[config.mk]
export PLATFORM = sky130hd
export DESIGN_NAME = bclk_gen_top
export DESIGN_NICKNAME = d
export VERILOG_FILES = /design/src/rtl/bclk_div_pkg.sv /design/src/rtl/bclk_fixed_stage.sv /design/src/rtl/bclk_mod_stage.sv /design/src/rtl/bclk_cfg_shadow.sv /design/src/rtl/bclk_hf_div.sv /design/src/rtl/bclk_gen_top.sv
export SDC_FILE = /design/constraint.sdc
export NUM_CORES = 1
export LEC_CHECK = 0
export BUFFER_PORTS_ARGS = -buffer_cell sky130_fd_sc_hd__buf_4
export CAP_MARGIN = 25
export CORE_ASPECT_RATIO = 0.9
export CORE_MARGIN = 2
export CORE_UTILIZATION = 50
export DETAILED_ROUTE_END_ITERATION = 16
export PLACE_DENSITY = 0.8
export SYNTH_ARGS = -nofsm -noshare
export SYNTH_HDL_FRONTEND = slang
export SYNTH_HIERARCHICAL = 1
export SYNTH_SLANG_ARGS = --single-unit
[constraint.sdc]
create_clock -name clk -period 2.6 [get_ports clk]
set_input_delay 0.13 -clock clk [delete_from_list [all_inputs] [get_ports clk]]
set_output_delay 0.13 -clock clk [all_outputs]
set_load 0.005 [all_outputs]
[src/rtl/bclk_div_pkg.sv]
package bclk_div_pkg;

    localparam int unsigned MOD_W   = 8;
    localparam int unsigned HF_W    = 4;
    localparam int unsigned FIX_DIV = 8;
    localparam int unsigned FIX_W   = (FIX_DIV > 1) ? $clog2(FIX_DIV) : 1;

    typedef logic [MOD_W-1:0] mod_t;
    typedef logic [HF_W-1:0]  hf_t;

    // Settings that shape the bit-clock chain
    typedef struct packed {
        logic bypass;   // 1: skip the fixed stage
        mod_t modv;     // prescaler modulus, ratio modv+1
    } chain_cfg_t;

    typedef enum logic [1:0] {
        EDGE_NONE = 2'b00,
        EDGE_RISE = 2'b01,
        EDGE_FALL = 2'b10
    } edge_e;

    // Bypassed fixed stage with modulus zero gives a runt half period
    function automatic logic chain_cfg_illegal(chain_cfg_t c);
        return c.bypass && (c.modv == '0);
    endfunction

    function automatic edge_e next_edge(logic tc, logic lvl);
        edge_e e;
        if (!tc)
            e = EDGE_NONE;
        else if (lvl)
            e = EDGE_FALL;
        else
            e = EDGE_RISE;
        return e;
    endfunction

endpackage

[src/rtl/bclk_fixed_stage.sv]
module bclk_fixed_stage
    import bclk_div_pkg::*;
#(
    parameter int unsigned DIV = FIX_DIV,
    parameter int unsigned W   = FIX_W
) (
    input  logic clk,
    input  logic rst,
    input  logic bypass,
    output logic tick
);

    logic [W-1:0] cnt;
    logic         at_end;

    generate
        if ((1 << W) == DIV) begin : g_pow2
            assign at_end = &cnt;
        end else begin : g_cmp
            assign at_end = (cnt == W'(DIV - 1));
        end
    endgenerate

    always_ff @(posedge clk) begin
        if (rst || bypass)
            cnt <= '0;
        else if (at_end)
            cnt <= '0;
        else
            cnt <= cnt + 1'b1;
    end

    assign tick = bypass | at_end;

endmodule

[src/rtl/bclk_mod_stage.sv]
module bclk_mod_stage
    import bclk_div_pkg::*;
#(
    parameter int unsigned W = MOD_W
) (
    input  logic         clk,
    input  logic         rst,
    input  logic         tick,
    input  logic [W-1:0] limit,
    output logic         tc
);

    logic [W-1:0] cnt;
    logic         wrap;

    assign wrap = (cnt == limit);
    assign tc   = tick & wrap;

    always_ff @(posedge clk) begin
        if (rst)
            cnt <= '0;
        else if (tick)
            cnt <= wrap ? '0 : cnt + 1'b1;
    end

endmodule

[src/rtl/bclk_cfg_shadow.sv]
module bclk_cfg_shadow
    import bclk_div_pkg::*;
(
    input  logic       clk,
    input  logic       rst,
    input  chain_cfg_t req,
    input  logic       load,
    output chain_cfg_t act,
    output logic       err
);

    logic req_bad;

    assign req_bad = chain_cfg_illegal(req);

    always_ff @(posedge clk) begin
        if (rst) begin
            act <= '0;
            err <= 1'b0;
        end else begin
            err <= req_bad;
            if (load && !req_bad)
                act <= req;
        end
    end

endmodule

[src/rtl/bclk_hf_div.sv]
module bclk_hf_div
    import bclk_div_pkg::*;
#(
    parameter int unsigned W = HF_W
) (
    input  logic         clk,
    input  logic         rst,
    input  logic [W-1:0] req,
    output logic         tick,
    output logic         lvl
);

    logic [W-1:0] act;
    logic [W-1:0] cnt;
    logic         tc;

    assign tc = (cnt == act);

    always_ff @(posedge clk) begin
        if (rst) begin
            act  <= '0;
            cnt  <= '0;
            tick <= 1'b0;
            lvl  <= 1'b0;
        end else begin
            tick <= tc;
            if (tc) begin
                cnt <= '0;
                lvl <= ~lvl;
                act <= req;
            end else begin
                cnt <= cnt + 1'b1;
            end
        end
    end

endmodule

[src/rtl/bclk_gen_top.sv]
module bclk_gen_top
    import bclk_div_pkg::*;
(
    input  logic             clk,
    input  logic             rst,
    input  logic [MOD_W-1:0] cfg_modulus,
    input  logic             cfg_range,
    input  logic [HF_W-1:0]  cfg_hfdiv,
    output logic             bclk,
    output logic             bclk_rise,
    output logic             bclk_fall,
    output logic             hf_tick,
    output logic             hf_clk,
    output logic             cfg_err
);

    chain_cfg_t req_cfg;
    chain_cfg_t act_cfg;
    logic       fix_tick;
    logic       chain_tc;
    edge_e      ev;
    logic       bclk_q;
    logic       rise_q;
    logic       fall_q;

    assign req_cfg = '{bypass: cfg_range, modv: cfg_modulus};

    bclk_cfg_shadow i_shadow (
        .clk  (clk),
        .rst  (rst),
        .req  (req_cfg),
        .load (chain_tc),
        .act  (act_cfg),
        .err  (cfg_err)
    );

    bclk_fixed_stage #(.DIV(FIX_DIV), .W(FIX_W)) i_fixed (
        .clk    (clk),
        .rst    (rst),
        .bypass (act_cfg.bypass),
        .tick   (fix_tick)
    );

    bclk_mod_stage #(.W(MOD_W)) i_mod (
        .clk   (clk),
        .rst   (rst),
        .tick  (fix_tick),
        .limit (act_cfg.modv),
        .tc    (chain_tc)
    );

    // Final divide-by-two with edge enables aligned to the new level
    assign ev = next_edge(chain_tc, bclk_q);

    always_ff @(posedge clk) begin
        if (rst) begin
            bclk_q <= 1'b0;
            rise_q <= 1'b0;
            fall_q <= 1'b0;
        end else begin
            rise_q <= (ev == EDGE_RISE);
            fall_q <= (ev == EDGE_FALL);
            if (ev != EDGE_NONE)
                bclk_q <= ~bclk_q;
        end
    end

    assign bclk      = bclk_q;
    assign bclk_rise = rise_q;
    assign bclk_fall = fall_q;

    bclk_hf_div #(.W(HF_W)) i_hf (
        .clk  (clk),
        .rst  (rst),
        .req  (cfg_hfdiv),
        .tick (hf_tick),
        .lvl  (hf_clk)
    );

endmodule

* Word level (Yosys, flattened, before mapping)
Index checks and enable logic that the tools add are counted. W data, S select, Z words.
Word-level totals: flip-flop bits (word level) 34, bits in latches 0, bits in writable memories 0, memory bits (read-only) 0, input bits 15, output and inout port bits 6, logic and storage cells 35, memories 0
Operators by class: $add $sub $neg 3, $mul 0, div/mod/pow operators 0, magnitude comparators 0, eq/ne operators 4, shift-type cells 0, muxes and demuxes 3, bitwise operators 4, reductions and logical operators 9
Operators with widths (number):
- $add A8 B1 Y8 const B | 1
- $eq A8 B8 Y1 | 1
- $logic_not A8 Y1 | 1
- $mux W8 | 1
- $add A4 B1 Y4 const B | 1
- $eq A4 B4 Y1 | 1
- $mux W2 | 2
- $reduce_or A2 Y1 | 2
- $add A3 B1 Y3 const B | 1
- $reduce_and A3 Y1 | 1
- $eq A2 B1 Y1 const B | 1
- $eq A2 B2 Y1 const B | 1
- $logic_and A1 B1 Y1 | 2
- $not A1 Y1 | 2
- $reduce_bool A2 Y1 | 1
- $and A1 B1 Y1 | 1
- $logic_not A1 Y1 | 1
- $logic_or A1 B1 Y1 | 1
- $or A1 B1 Y1 | 1

* Logic depth before layout (Yosys ltp)
Gate-level depths: netlist of the first run.
depth after elaboration 5, depth in mapped cells 9, mapped depth without buffers 7

* By module
The synthesis of the first run kept the hierarchy.
By module, submodules not included:
- bclk_cfg_shadow | times used 1, cells each 45, area an instance 488.0 um^2, seq. area each 200.2 um^2
- bclk_mod_stage | times used 1, cells each 48, area an instance 455.4 um^2, seq. area each 160.2 um^2
- bclk_hf_div | times used 1, cells each 40, area an instance 440.4 um^2, seq. area each 200.2 um^2
- bclk_fixed_stage | times used 1, cells each 9, area an instance 115.1 um^2, seq. area each 60.1 um^2
- bclk_gen_top | times used 1, cells each 7, area an instance 90.1 um^2, seq. area each 60.1 um^2

* Worst setup path before layout of the first run
OpenSTA, ideal clock, no wires.
kind reg2reg, start point register i_fixed.cnt[0], end point register i_shadow/act[2] (netlist bit), library setup time 0.126 ns, arrival 1.866 ns, required time 2.474 ns, slack 0.608 ns, cell stages (with the launch flop) 10, buffers on the path 2, period minus slack after synthesis 1.992 ns, path through dfxtp_1 > ha_1 > ha_1 > or2_1 > buf_2 > nand2_1 > nor3_4 > buf_2 > mux2i_1 > o22ai_1
Between the ends: cells in the longest elaborated chain, start to end 4
RTL lines:
- start: declaration | line bclk_fixed_stage.sv:13 | logic [W-1:0] cnt;
- start signal: assignment | line bclk_fixed_stage.sv:30 | cnt <= cnt + 1'b1;
- $reduce_and A3 Y1 | line bclk_fixed_stage.sv:18 | assign at_end = &cnt;
- $or A1 B1 Y1 | line bclk_fixed_stage.sv:33 | assign tick = bypass | at_end;
- net fix_tick | line bclk_gen_top.sv:19 | logic fix_tick;
- $and A1 B1 Y1 | line bclk_mod_stage.sv:17 | assign tc = tick & wrap;
- net chain_tc | line bclk_gen_top.sv:20 | logic chain_tc;
- $logic_and A1 B1 Y1 | line bclk_cfg_shadow.sv:22 | if (load && !req_bad)
- end signal: assignment | line bclk_cfg_shadow.sv:23 | act <= req;
- end: declaration | line bclk_cfg_shadow.sv:8 | output chain_cfg_t act,
The timed path passes the listed nets, and every way through them passes these cells. A chain may end at the register's enable or synchronous reset.

* Worst setup path after layout of the first run
start point register i_fixed.cnt[0], end point register i_shadow/act[4] (netlist bit)
Same word-level chain as after synthesis.

==> flow_metrics.tcl, run 1 <==
set metrics [dict create \
    route.detailed.drc 0 \
    detail_route.iter0.violations 67 \
    power.density_cell_area_nw_per_um2 842 \
    tightestPinTransition_ns 0.688 \
    insertion_delay_ns 0.33 \
    ff2ff_setup_slack_ns 0.66 \
    maxCapViolations 0 \
    numCtsBuffers 5 \
    wl_met3_um 131 \
    areaGrowthSynthToFinish_pct 16.9 \
    clock_tree.root_cell "sky130_fd_sc_hd__clkbuf_4" \
    cp.required_ns 2.81 \
    vdd_drop_max_v 0.000472 \
    die_height_um 57.5 \
    design.die.area_um2 3650 \
    synth_top_flop_cell "sky130_fd_sc_hd__dfxtp_1" \
    final_net_count 191 \
    hold_path_class "in -> reg" \
    run_status "finished clean" \
    clkSinkCount 34 \
    met2RoutedLength_um 1360 \
    detail_route.first_pass.iterations 6 \
    synth.top_cells.by_area "sky130_fd_sc_hd__dfxtp_1, sky130_fd_sc_hd__mux2i_1, sky130_fd_sc_hd__xnor2_1" \
    cp-end-kind "register" \
    top_layer_used "met4" \
    dp_hpwl_um 2000 \
    post_route_cells_drive_above_1_share_pct 23.7 \
    synth_top_cell_area_share_pct 42.8 \
    die_w_um 63.4 \
    synth-async-reset-ratio_pct 0 \
    ios 21 \
    power.leakage_nw 0.696 \
    cts-hold-fix-buffers 0 \
    post-cts-setup-buffers 0 \
    clock.fmax_ghz 0.515 \
    rows 19 \
    antenna_left 0 \
    clock_tree_from_tritoncts "done" \
    yosysUniqueCellTypes 34 \
    pre_cts_slack_ns 0.692 \
    h-tree-depth 2 \
    final.setup_skew_ns 0.00488 \
    synth-seq-cells 34 \
    routed_wl_um 2920 \
    via_count_of_the_first_global_routing_pass 1143 \
    antenna_found_initial 0 \
    initial_core_util_pct 52.2 \
    hold_violations 0 \
    insertedDiodeCount 0 \
    cts_max_path_buffers 2 \
    finalWorstPathRequiredPeriod_ns 1.94 \
    portBuffers 20 \
    timing.critical_path.fanout_max 10 \
    critPathKind "reg -> reg" \
    finalSetupViolCount 0 \
    post_synth_edffs 0 \
    totalNegativeSetupSlack_ns 0 \
    core_region_area_um2 3040 \
    timing.critical_path.from_type "register" \
    ys.warnings.count 6 \
    vias_per_cell 5.24 \
    avgRoutedWirePerCell_um 13.6 \
    finalWeightedCongestion 0.764 \
    yosysSeqAreaShare_pct 42.8 \
    cts.repair.resized 0 \
    path_clk_slew_ns 0.10 \
    slew_violations 0 \
    worst_ep_arrival_time_ns 2.15 \
    num-fill-cells 276 \
    grt_max_degree 48 \
    slew_headroom_pct 53.8 \
    setup_repair_after_global_routing_missed_its_margin "false" \
    post-synth-top-area-cell "sky130_fd_sc_hd__dfxtp_1" \
    gr-usage-all-layers_pct 17.8 \
    post_synth.cell_area_avg_um2 10.7 \
    postSynthNetCount 168 \
    synth_area_um2 1590 \
    routed-via-count 1126 \
    setup_ws_ns 0.657 \
    syn-instance-count 149 \
    met1Wirelength_um 1390 \
    gr-total-overflow 0 \
    grt_pass1_wl_um 5080 \
    period_share_pct 74.7 \
]
-- placed cells by master (no fill, tap or decap), types with 2 or more instances in the layout --
cell type                  synthesis  routed
sky130_fd_sc_hd__clkbuf_8          0       3
sky130_fd_sc_hd__nor2b_1           2       2
sky130_fd_sc_hd__dfxtp_1          34      34
sky130_fd_sc_hd__nor4_4            3       3
sky130_fd_sc_hd__xnor2_1          13      13
sky130_fd_sc_hd__nor3_2            3       3
sky130_fd_sc_hd__buf_4             0      22
sky130_fd_sc_hd__nand3b_1          8       8
sky130_fd_sc_hd__nand2b_1          7       7
sky130_fd_sc_hd__xor2_1            9       9
sky130_fd_sc_hd__nor3_1           10      10
sky130_fd_sc_hd__nor2_1            3       3
sky130_fd_sc_hd__o22ai_1           8       8
sky130_fd_sc_hd__mux2i_1          13      13
sky130_fd_sc_hd__nor4b_1           2       2
sky130_fd_sc_hd__nand4_1           3       3
sky130_fd_sc_hd__clkbuf_4          0       5
sky130_fd_sc_hd__nand2_1           4       4
sky130_fd_sc_hd__nand3_1           2       2
sky130_fd_sc_hd__ha_1              4       4
sky130_fd_sc_hd__nor3b_1           2       2
-- metrics by stage --
stage          instance area, um^2  util (%)  power (mW)  std cells  hold slack, ns
3_5_place_dp                  1780      58.5        1.23        207           0.412
3_3_place_gp                  1780      58.5        1.19        207           0.400
5_1_grt                       1860      61.1        1.66        215          0.0608
6_report                      1860      61.1        1.56        215          0.0588
4_1_cts                       1860      61.1        1.58        215          0.0510
2_1_floorplan                 1590         -        1.09        149           0.202
-- area by class of cell --
class                           instances  area [um^2]  area share (%)
Multi-Input combinational cell        108          877            47.2
Inverter                                1         3.75           0.202
Timing Repair Buffer                   22          165            8.89
Sequential cell                        34          681            36.6
Tap cell                               42         52.6            2.83
Clock buffer                            8         78.8            4.24
-- cell families (layout without fill, tap and decap cells) --
group,after synthesis,after routing,synth area share (%)
and+or+nand+nor,57,57,26.4
xor gates and xnor gates,22,22,12.1
buffers and inverters,7,31,1.97
adders and majority gates,4,4,3.15
AOI/OAI and AO/OA,11,11,4.41
DFF,34,34,42.8
muxes,14,14,9.13
-- critical path: stages, from the launching register on --
cell                      delay [ns]
sky130_fd_sc_hd__dfxtp_1        0.35
sky130_fd_sc_hd__ha_1           0.16
sky130_fd_sc_hd__ha_1           0.21
sky130_fd_sc_hd__or2_1          0.29
sky130_fd_sc_hd__nand2_1        0.15
sky130_fd_sc_hd__nor3_4         0.15
sky130_fd_sc_hd__buf_4          0.23
sky130_fd_sc_hd__mux2i_1        0.21
sky130_fd_sc_hd__o22ai_1        0.09
-- state kept, by name (all words and copies together) (netlist names), 3 cells and up --
signal        count
i_hf/cnt          4
i_hf/act          4
i_mod/cnt         8
i_fixed/cnt       3
i_shadow/act      9
-- layer usage --
metal / up-vias / track usage (%)
met5: - / 0
met4: 0 / 9.32
met3: 5 / 5.13
met2: 28 / 28.1
met1: 520 / 22.4
li1: 573 / -
-- synthesized netlist by cell type, types with 2 or more instances --
cell                       count
sky130_fd_sc_hd__dfxtp_1      34
sky130_fd_sc_hd__nor3_2        3
sky130_fd_sc_hd__xor2_1        9
sky130_fd_sc_hd__nor3_1       10
sky130_fd_sc_hd__nor3b_1       2
sky130_fd_sc_hd__nor4b_1       2
sky130_fd_sc_hd__nand2_1       4
sky130_fd_sc_hd__nand2b_1      7
sky130_fd_sc_hd__nor2b_1       2
sky130_fd_sc_hd__ha_1          4
sky130_fd_sc_hd__buf_2         4
sky130_fd_sc_hd__xnor2_1      13
sky130_fd_sc_hd__nor4_4        3
sky130_fd_sc_hd__o22ai_1       8
sky130_fd_sc_hd__nand4_1       3
sky130_fd_sc_hd__nor2_1        3
sky130_fd_sc_hd__nand3_1       2
sky130_fd_sc_hd__mux2i_1      13
sky130_fd_sc_hd__nand3b_1      8
-- worst paths after layout --
path	from	endpoint	cells after the start
worst max-delay path	i_fixed/cnt[0]	i_shadow/act[4]	8
worst min-delay path	cfg_hfdiv[3]	i_hf/act[3]	3
worst max register to register	i_fixed/cnt[0]	i_shadow/act[4]	8
worst min register to register	i_fixed/cnt[0]	i_fixed/cnt[0]	1
-- power breakdown --
group | total (mW) | internal [mW] | switching (mW)
clock network | 0.359 | 0.185 | 0.174
registers | 0.691 | 0.616 | 0.0750
logic | 0.514 | 0.267 | 0.247
Note: power is estimated with default switching activity, not from simulation.
==> inputs of run 2 (changes only) <==
--- a/config.mk
+++ b/config.mk
@@ -11,7 +11,7 @@
 export CORE_MARGIN = 2
 export CORE_UTILIZATION = 50
 export DETAILED_ROUTE_END_ITERATION = 16
-export PLACE_DENSITY = 0.8
+export PLACE_DENSITY = 0.82
 export SYNTH_ARGS = -nofsm -noshare
 export SYNTH_HDL_FRONTEND = slang
 export SYNTH_HIERARCHICAL = 1
==> constraint.sdc (replaced) <==
create_clock -name clk -period 1.73 [get_ports clk]
set_input_delay 0.0865 -clock clk [delete_from_list [all_inputs] [get_ports clk]]
set_output_delay 0.0865 -clock clk [all_outputs]
set_load 0.005 [all_outputs]
==> run 2 against run 1 <==
  * Total power up 50%
  * Register-to-register slack worse by 0.53 ns
  * Sequential cell count unchanged
  * Combinational power up 68%
  * Critical path depth unchanged
  * Utilization up 1.5 points
  * Design area up 2.5%
  * Highest routed layer unchanged
==> flow_metrics.tcl, run 2 (same netlist as run 1, synthesis figures left out) <==
set metrics [dict create \
    largest-register "i_shadow/act" \
    detail_route.first_pass.iterations 4 \
    vias_per_cell 5.35 \
    antenna_left 0 \
    critPathKind "reg -> reg" \
    hold_violations 0 \
    cts.repair.resized 0 \
    slew_violations 0 \
    clock_tree.root_cell "sky130_fd_sc_hd__clkbuf_4" \
    hold_path_class "in -> reg" \
    routed-via-count 1156 \
    areaGrowthSynthToFinish_pct 19.8 \
    finalWorstPathRequiredPeriod_ns 1.60 \
    clock_tree_from_tritoncts "done" \
    worst-path-buf-inv 1 \
    run_status "finished clean" \
    rows 19 \
    insertedDiodeCount 0 \
    ios 21 \
    crit_path_max_incr_delay_ns 0.36 \
    clkSinkCount 34 \
    detail_route.iter0.violations 72 \
    clockPowerShare_pct 18.1 \
    initial_core_util_pct 52.2 \
    layout.cells.most_common "sky130_fd_sc_hd__dfxtp_1" \
    power.density_cell_area_nw_per_um2 1230 \
    post-cts-setup-buffers 0 \
    routed_wl_um 3020 \
    antenna_found_initial 0 \
    p_int_mw 1.58 \
    finalSetupViolCount 0 \
    met2RoutedLength_um 1550 \
    seqPwrFrac_pct 45.0 \
    finalWeightedCongestion 0.765 \
    timing.critical_path.from_type "register" \
    final_net_count 194 \
    layout.cell_area.non_filler_um2 1900 \
    wl_met3_um 175 \
    top_layer_used "met4" \
    origin_of_the_critical_flop_to_flop_path "i_fixed/cnt[0]" \
    worst_ep_arrival_time_ns 1.81 \
    portBuffers 20 \
    period_share_pct 92.7 \
    post_route_cells_drive_above_1_share_pct 29.9 \
    grt_max_degree 48 \
    die_w_um 63.4 \
    layout.cells.most_common_list "sky130_fd_sc_hd__dfxtp_1, sky130_fd_sc_hd__buf_4, sky130_fd_sc_hd__xnor2_1, sky130_fd_sc_hd__mux2i_1, sky130_fd_sc_hd__nor3_1" \
    worst_r2r_endpoint "i_mod/cnt[7]" \
    dp_hpwl_um 2250 \
    path_clk_slew_ns 0.09 \
    placement.cell_area_um2 1840 \
    whs_path_depth 3 \
    route.detailed.drc 0 \
    maxCapViolations 0 \
    power.leakage_nw 0.699 \
    cts-hold-fix-buffers 0 \
    top_regs "i_shadow/act: 9 flops, i_mod/cnt: 8 flops" \
    met1Wirelength_um 1230 \
    h-tree-depth 2 \
    tightestPinTransition_ns 0.407 \
    clock.fmax_ghz 0.624 \
    total_switching_power_mw 0.758 \
    timing.critical_path.fanout_max 6 \
    slew_headroom_pct 72.9 \
    grt_pass1_wl_um 5310 \
    avgRoutedWirePerCell_um 14.0 \
    cp.required_ns 1.94 \
    min_delay_worst_endpoint "i_hf/act[3]" \
    design.die.area_um2 3650 \
    switching_part_of_the_total_pct 32.4 \
    worst_hold_startpoint "cfg_hfdiv[3]" \
    critical_path.slowest_cell "sky130_fd_sc_hd__dfxtp_2" \
    gr-total-overflow 0 \
    setup_repair_after_global_routing_missed_its_margin "false" \
    crit_family "simple AND/OR/NAND/NOR gates" \
    insertion_delay_ns 0.33 \
    gr-usage-all-layers_pct 19.0 \
    final.setup_skew_ns 0.00862 \
    die_height_um 57.5 \
    combPwrFrac_pct 36.9 \
    core_region_area_um2 3040 \
    cts_max_path_buffers 2 \
    numCtsBuffers 5 \
    cp-end-kind "register" \
    path_depth 8 \
    ff2ff_setup_slack_ns 0.13 \
    reg2regPathDepth 8 \
    place.detailed.instances 210 \
    post_route_insts_no_fill 216 \
    totalNegativeSetupSlack_ns 0 \
    via_count_of_the_first_global_routing_pass 1192 \
    vdd_drop_max_v 0.000880 \
    largest_register_ffs 9 \
    timing.critical_path.cells "ha_4 > ha_4 > or2_4 > buf_4 > nand4_2 > nor3_2 > xnor2_1 > nor3_2" \
]
run 2: cell count changes in the layout (fill, tap and decap cells not counted), sizes merged:
cell / previous run / this run
clkbuf: 8 / 6
buf: 22 / 25
run 2: through the flow:
stage	util [%]	setup slack [ns]	power [mW]	hold WS, ns
after global routing	62.6	0.0264	2.51	0.00472
after global placement	60.5	0.136	1.88	0.356
after detailed placement	60.5	0.0230	1.94	0.379
final	62.6	0.127	2.34	0.0297
after CTS	62.2	0.00328	2.36	0.0118
after floorplan	-	-0.108	1.68	0.151
run 2: how the worst max path moves through the flow:
stage | start | endpoint
2_1_floorplan | i_fixed/cnt[1] | i_shadow/act[2]
3_3_place_gp | i_fixed/cnt[1] | i_mod/cnt[7]
3_5_place_dp | i_fixed/cnt[0] | i_shadow/act[2]
4_1_cts | i_fixed/cnt[0] | i_shadow/act[2]
5_1_grt | i_shadow/act[5] | i_shadow/act[2]
6_report | i_fixed/cnt[0] | i_mod/cnt[7]
run 2: layer usage:
| layer | vias to the layer above | global-route usage (%) |
|---|---|---|
| met5 | - | 0 |
| met4 | 0 | 7.45 |
| met3 | 6 | 7.10 |
| met2 | 32 | 33.1 |
| met1 | 538 | 21.2 |
| li1 | 580 | - |
run 2: cell type report:
type / count / area, um^2
clock buffer: 6 / 51.3
fill: 272 / 1140
inverter: 1 / 3.75
multi-input combinational: 108 / 920
sequential: 34 / 686
tap: 42 / 52.6
timing repair buffer: 25 / 191
run 2: power groups by stage:
stage	clock (mW)	sequential [mW]	combinational [mW]
floorplan	0	1.04	0.640
global placement	0	1.06	0.819
detailed placement	0	1.07	0.867
CTS	0.441	1.05	0.864
global route	0.477	1.07	0.954
finish	0.424	1.05	0.863
run 2: worst register-to-register path, cell delays in order, from the launching register on:
cell and delay (ns):
sky130_fd_sc_hd__dfxtp_2 0.36, sky130_fd_sc_hd__ha_4 0.14, sky130_fd_sc_hd__ha_4 0.15, sky130_fd_sc_hd__or2_4 0.13
sky130_fd_sc_hd__buf_4 0.15, sky130_fd_sc_hd__nand4_2 0.12, sky130_fd_sc_hd__nor3_2 0.23, sky130_fd_sc_hd__xnor2_1 0.16
sky130_fd_sc_hd__nor3_2 0.05
